<file path="src/rtl/xlat_pkg.sv">
package xlat_pkg;
    parameter int VA_W  = 32;
    parameter int OFS_W = 12;
    parameter int PFN_W = 20;
    parameter int FLG_W = 5;
    localparam int VPN_W = VA_W - OFS_W;

    localparam int FLG_PRESENT = 0;
    localparam int FLG_WRITE   = 1;
    localparam int FLG_USER    = 2;
    localparam int FLG_REF     = 3;
    localparam int FLG_DIRTY   = 4;

    typedef struct packed {
        logic             valid;
        logic [VPN_W-1:0] vpn;
        logic [PFN_W-1:0] pfn;
        logic [FLG_W-1:0] flags;
    } slot_t;

    typedef enum logic [1:0] {
        RES_IDLE  = 2'd0,
        RES_HIT   = 2'd1,
        RES_MISS  = 2'd2,
        RES_FAULT = 2'd3
    } res_e;
endpackage

</file>
<file path="src/rtl/xlat_victim.sv">
module xlat_victim #(
    parameter int SLOTS = 8,
    localparam int IDX_W = $clog2(SLOTS)
) (
    input  logic             clk,
    input  logic             rst_n,
    input  logic             flush,
    input  logic             fill_valid,
    output logic [IDX_W-1:0] ptr
);
    localparam logic [IDX_W-1:0] LAST = IDX_W'(SLOTS - 1);

    always_ff @(posedge clk) begin
        if (!rst_n || flush) begin
            ptr <= '0;
        end else if (fill_valid) begin
            ptr <= (ptr == LAST) ? '0 : ptr + 1'b1;
        end
    end
endmodule

</file>
<file path="src/rtl/xlat_match.sv">
module xlat_match #(
    parameter int SLOTS = 8,
    localparam int IDX_W = $clog2(SLOTS)
) (
    input  xlat_pkg::slot_t [SLOTS-1:0]       slots,
    input  logic [xlat_pkg::VPN_W-1:0]        key,
    output logic [SLOTS-1:0]                  match_vec,
    output logic                              any,
    output logic [IDX_W-1:0]                  idx
);
    for (genvar g = 0; g < SLOTS; g++) begin : g_cmp
        assign match_vec[g] = slots[g].valid && (slots[g].vpn == key);
    end

    assign any = |match_vec;

    always_comb begin
        idx = '0;
        for (int i = 0; i < SLOTS; i++) begin
            if (match_vec[i]) idx = IDX_W'(i);
        end
    end
endmodule

</file>
<file path="src/rtl/xlat_store.sv">
module xlat_store #(
    parameter int SLOTS = 8,
    localparam int IDX_W = $clog2(SLOTS)
) (
    input  logic                        clk,
    input  logic                        rst_n,
    input  logic                        flush,
    input  logic                        wr_en,
    input  logic [IDX_W-1:0]            wr_idx,
    input  logic [xlat_pkg::VPN_W-1:0]  wr_vpn,
    input  logic [xlat_pkg::PFN_W-1:0]  wr_pfn,
    input  logic [xlat_pkg::FLG_W-1:0]  wr_flags,
    output xlat_pkg::slot_t [SLOTS-1:0] slots
);
    for (genvar g = 0; g < SLOTS; g++) begin : g_slot
        always_ff @(posedge clk) begin
            if (!rst_n || flush) begin
                slots[g] <= '0;
            end else if (wr_en && wr_idx == IDX_W'(g)) begin
                slots[g].valid <= 1'b1;
                slots[g].vpn   <= wr_vpn;
                slots[g].pfn   <= wr_pfn;
                slots[g].flags <= wr_flags;
            end
        end
    end
endmodule

</file>
<file path="src/rtl/xlat_cache.sv">
module xlat_cache #(
    parameter int SLOTS = 8,
    localparam int IDX_W = $clog2(SLOTS),
    localparam int VA_W  = xlat_pkg::VA_W,
    localparam int OFS_W = xlat_pkg::OFS_W,
    localparam int VPN_W = xlat_pkg::VPN_W,
    localparam int PFN_W = xlat_pkg::PFN_W,
    localparam int FLG_W = xlat_pkg::FLG_W
) (
    input  logic             clk,
    input  logic             rst_n,
    input  logic             flush,
    input  logic             lookup_valid,
    input  logic [VA_W-1:0]  lookup_vaddr,
    input  logic             lookup_write,
    input  logic             lookup_user,
    output logic             hit,
    output logic             miss,
    output logic             prot_fault,
    output logic [VA_W-1:0]  paddr,
    output logic [FLG_W-1:0] hit_flags,
    input  logic             fill_valid,
    input  logic [VPN_W-1:0] fill_vpn,
    input  logic [PFN_W-1:0] fill_pfn,
    input  logic [FLG_W-1:0] fill_flags
);
    import xlat_pkg::*;

    slot_t [SLOTS-1:0] slots;
    logic [SLOTS-1:0]  slot_hit;
    logic [SLOTS-1:0]  dup_vec;
    logic              look_any;
    logic              dup_any;
    logic [IDX_W-1:0]  look_idx;
    logic [IDX_W-1:0]  dup_idx;
    logic [IDX_W-1:0]  victim;
    logic [IDX_W-1:0]  fill_idx;
    logic              fill_go;
    slot_t             sel;
    logic              denied;
    res_e              res;

    assign fill_go  = fill_valid && !flush;
    assign fill_idx = dup_any ? dup_idx : victim;

    xlat_victim #(.SLOTS(SLOTS)) u_victim (
        .clk(clk), .rst_n(rst_n), .flush(flush),
        .fill_valid(fill_go), .ptr(victim)
    );

    xlat_store #(.SLOTS(SLOTS)) u_store (
        .clk(clk), .rst_n(rst_n), .flush(flush),
        .wr_en(fill_go), .wr_idx(fill_idx),
        .wr_vpn(fill_vpn), .wr_pfn(fill_pfn), .wr_flags(fill_flags),
        .slots(slots)
    );

    xlat_match #(.SLOTS(SLOTS)) u_look (
        .slots(slots), .key(lookup_vaddr[VA_W-1:OFS_W]),
        .match_vec(slot_hit), .any(look_any), .idx(look_idx)
    );

    xlat_match #(.SLOTS(SLOTS)) u_dup (
        .slots(slots), .key(fill_vpn),
        .match_vec(dup_vec), .any(dup_any), .idx(dup_idx)
    );

    assign sel    = slots[look_idx];
    assign denied = (lookup_write && !sel.flags[FLG_WRITE]) ||
                    (lookup_user  && !sel.flags[FLG_USER]);

    // result classification
    always_comb begin
        if (!lookup_valid)  res = RES_IDLE;
        else if (!look_any) res = RES_MISS;
        else if (denied)    res = RES_FAULT;
        else                res = RES_HIT;
    end

    // outputs per result
    always_comb begin
        hit        = 1'b0;
        miss       = 1'b0;
        prot_fault = 1'b0;
        paddr      = '0;
        hit_flags  = '0;
        unique case (res)
            RES_IDLE:  ;
            RES_MISS:  miss = 1'b1;
            RES_FAULT: prot_fault = 1'b1;
            RES_HIT: begin
                hit       = 1'b1;
                paddr     = {sel.pfn, lookup_vaddr[OFS_W-1:0]};
                hit_flags = sel.flags;
            end
        endcase
    end
endmodule

</file>
<file path="config.mk">
export PLATFORM = sky130hd
export DESIGN_NAME = xlat_cache
export DESIGN_NICKNAME = d
export VERILOG_FILES = /design/src/rtl/xlat_pkg.sv /design/src/rtl/xlat_victim.sv /design/src/rtl/xlat_match.sv /design/src/rtl/xlat_store.sv /design/src/rtl/xlat_cache.sv
export SDC_FILE = /design/constraint.sdc
export NUM_CORES = 1
export LEC_CHECK = 0
export BUFFER_PORTS_ARGS = -buffer_cell sky130_fd_sc_hd__clkbuf_2
export CORE_AREA = 2 2 166 201
export CTS_CLUSTER_DIAMETER = 120
export DETAILED_ROUTE_END_ITERATION = 16
export DIE_AREA = 0 0 168 203
export MAX_ROUTING_LAYER = met4
export PLACE_DENSITY = 0.84
export SYNTH_ARGS = -nofsm -noshare
export SYNTH_HDL_FRONTEND = slang
export SYNTH_SLANG_ARGS = --single-unit
</file>
<file path="constraint.sdc">
create_clock -name clk -period 6.4 [get_ports clk]
set_clock_uncertainty 0.2 [all_clocks]
set_input_delay 1.28 -clock clk [delete_from_list [all_inputs] [get_ports clk]]
set_output_delay 1.28 -clock clk [all_outputs]
set_load 0.01 [all_outputs]
</file>
Word-level counts from Yosys, hierarchy flattened
Cells that the tools add are included.

operators by class
  add/sub/neg operators = 1
  order comparisons = 1
  equal/unequal tests = 27
  mux-type cells = 26
  reduce and logical (&&, ||, !) cells = 36

operators by type and width
  cell                                                                           number
  20-bit equality test                                                           16
  46-bit binary-select mux with 3-bit select                                     1
  32-bit two-way mux                                                             1
  3-bit two-way mux                                                              10
  1-bit logical AND                                                              27
  25-bit two-way mux                                                             1
  8-bit OR reduction                                                             2
  3-bit equality test (second input constant)                                    5
  2-bit two-way mux                                                              7
  3-bit by 2-bit equality test with 1-bit output (second input constant)         2
  1-bit two-way mux                                                              5
  5-bit two-way mux                                                              1
  2-bit equality test (second input constant)                                    2
  1-bit logical NOT                                                              4
  3-bit by 4-bit less-than comparator with 1-bit output (second input constant)  1
  3-bit by 1-bit adder with 3-bit output (second input constant)                 1
  3-bit by 1-bit equality test with 1-bit output (second input constant)         1
  3-bit logical NOT                                                              1
  2-bit by 1-bit equality test with 1-bit output (second input constant)         1
  1-bit logical OR                                                               2

word-level totals
  register bits after elaboration = 371
  input port bits = 84
  output and inout port bits = 40

Longest topological paths before layout
  word-level depth = 19
  mapped depth = 15
  depth with buffers taken out = 10

Modules after synthesis
From an unflattened synthesis, not the netlist that was laid out.

second synthesis, totals
  cell total of the unflattened synthesis = 1,971
  area, all modules = 20,948.8 um^2

modules (own cells, without submodules)
  module       times used  cells an instance  area an instance (um^2)  sequential area each (um^2)
  xlat_store   1           1,295              14,789.2                 7,367.1
  xlat_match   2           252                2,059.5                  0.0
  xlat_cache   1           158                1,893.1                  0.0
  xlat_victim  1           14                 147.6                    60.1

Worst setup path after synthesis
Ideal clock, no wire load.

  kind = input to output
  start = in lookup_vaddr[27]
  end = out paddr[22]
  arrival = 4.178 ns
  path slack = 0.742 ns
  stages = 12
  buffers on the path = 3
  cells stage by stage = buf_2 > xor2_1 > nor4_1 > nand3_1 > or4_1 > nand2b_1 > or3_1 > clkbuf_1 > buf_1 > mux2i_1 > nor2_1 > a2111oi_2

between the ends
  longest elaborated chain between the ends = 19
  elaborated cells between the ends (all ways) = 36
  classes of those cells = 9 x eq/ne; 13 x mux; 14 x reduce/logical

RTL lines
  item                                            RTL line                            text
  start: declaration                              xlat_cache.sv:14                    input logic [VA_W-1:0] lookup_vaddr,
  20-bit equality test                            xlat_match.sv:12                    assign match_vec[g] = slots[g].valid && (slots[g].vpn == key);
  1-bit logical AND                               xlat_match.sv:12
  1-bit two-way mux                               xlat_match.sv:20                    if (match_vec[i]) idx = IDX_W'(i);
  2-bit two-way mux (2 in series)                 xlat_match.sv:20
  3-bit two-way mux (4 in series)                 xlat_match.sv:20
  46-bit binary-select mux with 3-bit select      xlat_cache.sv:68                    assign sel = slots[look_idx];
  25-bit two-way mux (not written as such)        xlat_cache.sv:68
  1-bit logical NOT, on equally long branches     xlat_cache.sv:69, xlat_cache.sv:70
  1-bit logical AND, on equally long branches     xlat_cache.sv:69, xlat_cache.sv:70
  1-bit logical OR                                xlat_cache.sv:69                    assign denied = (lookup_write && !sel.flags[FLG_WRITE]) ||
  2-bit two-way mux                               xlat_cache.sv:76                    else if (denied) res = RES_FAULT;
  2-bit two-way mux                               xlat_cache.sv:75                    else if (!look_any) res = RES_MISS;
  2-bit two-way mux                               xlat_cache.sv:74                    if (!lookup_valid) res = RES_IDLE;
  2-bit by 1-bit equality test with 1-bit output  xlat_cache.sv:87                    unique case (res)
  32-bit two-way mux *                            xlat_cache.sv:87
  end: declaration                                xlat_cache.sv:20                    output logic [VA_W-1:0] paddr,

Every way passes the cells marked *; elsewhere a longest branch is shown, timed or not. The select of a mux whose other input is x is not followed.

Final worst setup path
  start = in lookup_vaddr[26]
  end = out paddr[31]

Same word-level chain as after synthesis.

==> flow_summary.yaml <==
synthesis:
  synth_area_leaders: "dfxtp_1 38%, xnor2_1 11%, nand3_1 10%"
  synth_top_area_cell: "dfxtp_1"
  ys.flop_type: "dfxtp_1"
  avgSynthCellArea_um2: 8.04
  netlist_area_um2: 19300
  synth_fp_nets: 2492
  synth_warnings: 0
  yosys.area.top_type_share_pct: 38.4
  synth_edf_count: 0
  async_flop_share_pct: 0
  synth.distinct_cells: 64
  yosys_register_bits: 371
  synthCells: 2406
  ys_seq_area_share_pct: 38.4
drt:
  wire_per_inst_um: 23.7
  ant_nets: 0
  vias: 18500
  wirelength_um: 68200
  viasPerCell: 6.41
  drt_iter0_markers: 2052
  post-route-drc-count: 0
  drt-pass1-iter-count: 6
critical_path:
  path_max_fanout: 37
  cp.required_ns: 4.92
  reg2reg_depth: 11
  arrival_ns: 4.79
  crit_type: "in2out"
  end_kind: "output port"
  worst_setup_path_start_kind: "input pin"
floorplan:
  num_rows: 72
  core_um2: 32000
  die_area_um2: 34100
  io_pins: 124
  die_h_um: 203
  initial_core_util_pct: 60.5
  die-width_um: 168
cts:
  hold_buffers: 0
  cts_buffer_depth: 3
  h-tree-depth: 2
  cts-buffers-inserted: 39
  cts_sinks: 371
  path_clk_slew_ns: 0.06
  clk_latency_ns: 0.56
  cts_tree: "yes"
  clockRootBuffer: "clkbuf_16"
job:
  maxCapViolCount: 0
power_and_ir_drop:
  p_leak_uw: 0.00717
  p_clk_share_pct: 45.0
  pwr-share-comb_pct: 8.5
  switching_power_uw: 1280
  p_total_uw: 5010
  internal-power_uw: 3730
  p_seq_share_pct: 46.5
  swShare_pct: 25.6
  power_density_nw_per_um2: 229
  ir_drop_uv: 223
cells_and_area:
  final_layout_size_suffix_gt1_share_pct: 13.8
  num-nets-final: 2525
  synthToLayoutAreaGrowth_pct: 13.0
  fillers: 2567
  finish.utilization_pct: 68.4
  multi_input_area_um2: 11000
  regArea_um2: 7430
sta:
  min_period_ns: 6.27
  relSlewSlack_pct: 23.6
  hold_viol_final: 0
  setup_viol: 0
  hold_ws_ns: 0.258
  rsz0062_at_grt: "no"
  tightest_slew_ns: 1.14
  period_share_pct: 98.0
  drv_slew: 0
  max_freq_ghz: 0.159
global_route:
  grt_antenna_before_repair: 7
  grt_start_max_net_pins: 92
  grt_pass1_vias: 17600
  grt_use_total_pct: 40.3
  grt_pass1_wl_um: 102000
  grt.overflow.total: 0
run_status:
  run_status: "finished clean"
min_path:
  min_path_cells: 2
  hold_path_class: "reg2reg"
placed_design:
  gp_congestion: 1.03
  portBuffers: 123
  hpwl_um: 46900
[stage by stage]
stage               TNS (ns)  instance area [µm²]  std cells  setup slack (ns)
CTS                        0                21800       2869            0.0328
global placement           0                20500       2799           0.00325
finish                     0                21900       2882             0.130
detailed placement     -1.51                20500       2799           -0.0863
floorplan                  0                19300       2406             0.742
global route               0                21900       2882           0.00490
[state kept, by name, indices dropped and copies added (netlist names)]
signal         count
u_store.slots    368
u_victim.ptr       3
[cells in the final DEF (no fill, tap or decap), types with 4 or more instances in the layout]
master / Yosys / layout
nand3_1: 389 / 388
dfxtp_1: 371 / 371
o21ai_0: 363 / 363
nand2_1: 293 / 292
xnor2_1: 233 / 232
clkbuf_2: 1 / 123
xor2_1: 87 / 87
mux2i_1: 74 / 74
buf_4: 4 / 71
nand4_1: 67 / 67
nor2_1: 48 / 44
clkbuf_16: 0 / 40
nor4_1: 41 / 38
and2_1: 24 / 24
inv_1: 22 / 22
nor3_1: 21 / 21
a221oi_1: 21 / 21
a2111oi_2: 21 / 21
buf_12: 0 / 19
a21oi_2: 16 / 16
a21oi_1: 13 / 13
clkbuf_1: 143 / 11
diode_2: 0 / 7
and4_1: 7 / 7
clkinv_2: 0 / 7
clkbuf_8: 0 / 6
a211oi_1: 5 / 5
nand2b_1: 9 / 5
or4_1: 4 / 4
nand2b_2: 0 / 4
nor2_4: 0 / 4
[kinds of logic after synthesis]
| kind of cell | Yosys count | synth area share, % |
|---|---|---|
| AO/OA/AOI/OAI | 462 | 14.3 |
| XOR/XNOR | 320 | 14.5 |
| adder cells (fa/ha/maj) | 2 | 0.129 |
| buffers and inverters | 245 | 5.30 |
| flip-flops | 371 | 38.4 |
| multiplexers | 75 | 3.89 |
| AND/OR/NAND/NOR | 931 | 23.5 |
[worst paths after layout]
kind                startpoint                end  slack [ns]
max           lookup_vaddr[26]          paddr[31]        0.13
min          u_store.slots[20]  u_store.slots[20]        0.26
max reg2reg  u_store.slots[27]  u_store.slots[53]        2.22
min reg2reg  u_store.slots[20]  u_store.slots[20]        0.26
[power by group through the flow]
stage / Combinational [µW] / Sequential, µW / Clock, µW
6_report: 426 / 2330 / 2250
5_1_grt: 446 / 2320 / 2370
4_1_cts: 411 / 2330 / 2260
3_5_place_dp: 408 / 2380 / 0
3_3_place_gp: 404 / 2380 / 0
2_1_floorplan: 247 / 2370 / 0
[cell usage after synthesis (all sizes together) (4+ instances only)]
cell type / n
nor4: 41
nor3: 21
and4: 7
mux2i: 74
xnor2: 233
a221oi: 21
xor2: 87
nand2b: 9
dfxtp: 371
nand4: 67
a2111oi: 22
nor2: 49
nand2: 294
o21ai: 363
clkbuf: 144
or2: 4
a21oi: 29
or4: 5
and2: 24
buf: 79
a211oi: 6
inv: 22
nand3: 389
[cell type report]
class                   count  share of cell area (%)
multi-input cells        1792                    50.5
diodes                      7                  0.0801
repair buffers            213                    6.99
inverters                  22                   0.378
clock buffers              57                    5.14
flip-flops and latches    371                    34.0
clock inverters            13                   0.630
well taps                 407                    2.33
[worst max-delay path, stage by stage]
cell	delay [ns]
clkbuf_2	0.22
xnor2_1	0.26
or4bb_1	0.51
or4_4	0.58
nor2_8	0.20
a211oi_4	0.06
buf_4	0.18
or2_4	0.28
buf_12	0.18
mux2i_1	0.14
mux2i_1	0.14
nor2_1	0.07
a2111oi_2	0.46
clkbuf_2	0.21
[layer usage]
layer,share of wire (%),vias to the layer above,global-route usage [%]
li1,-,8465,-
met2,47,963,66.3
met3,7.9,282,6.80
met1,36,8757,43.9
met4,8.5,0,29.6
met5,0,-,-
[repair_timing]
action	4_1_cts	5_1_grt
gates resized for setup	1	6
cloned	0	2
setup buffers	0	4
pin swaps	0	2
setup endpoints to repair	31	36
No activity file was read; power rests on OpenSTA's default activity.
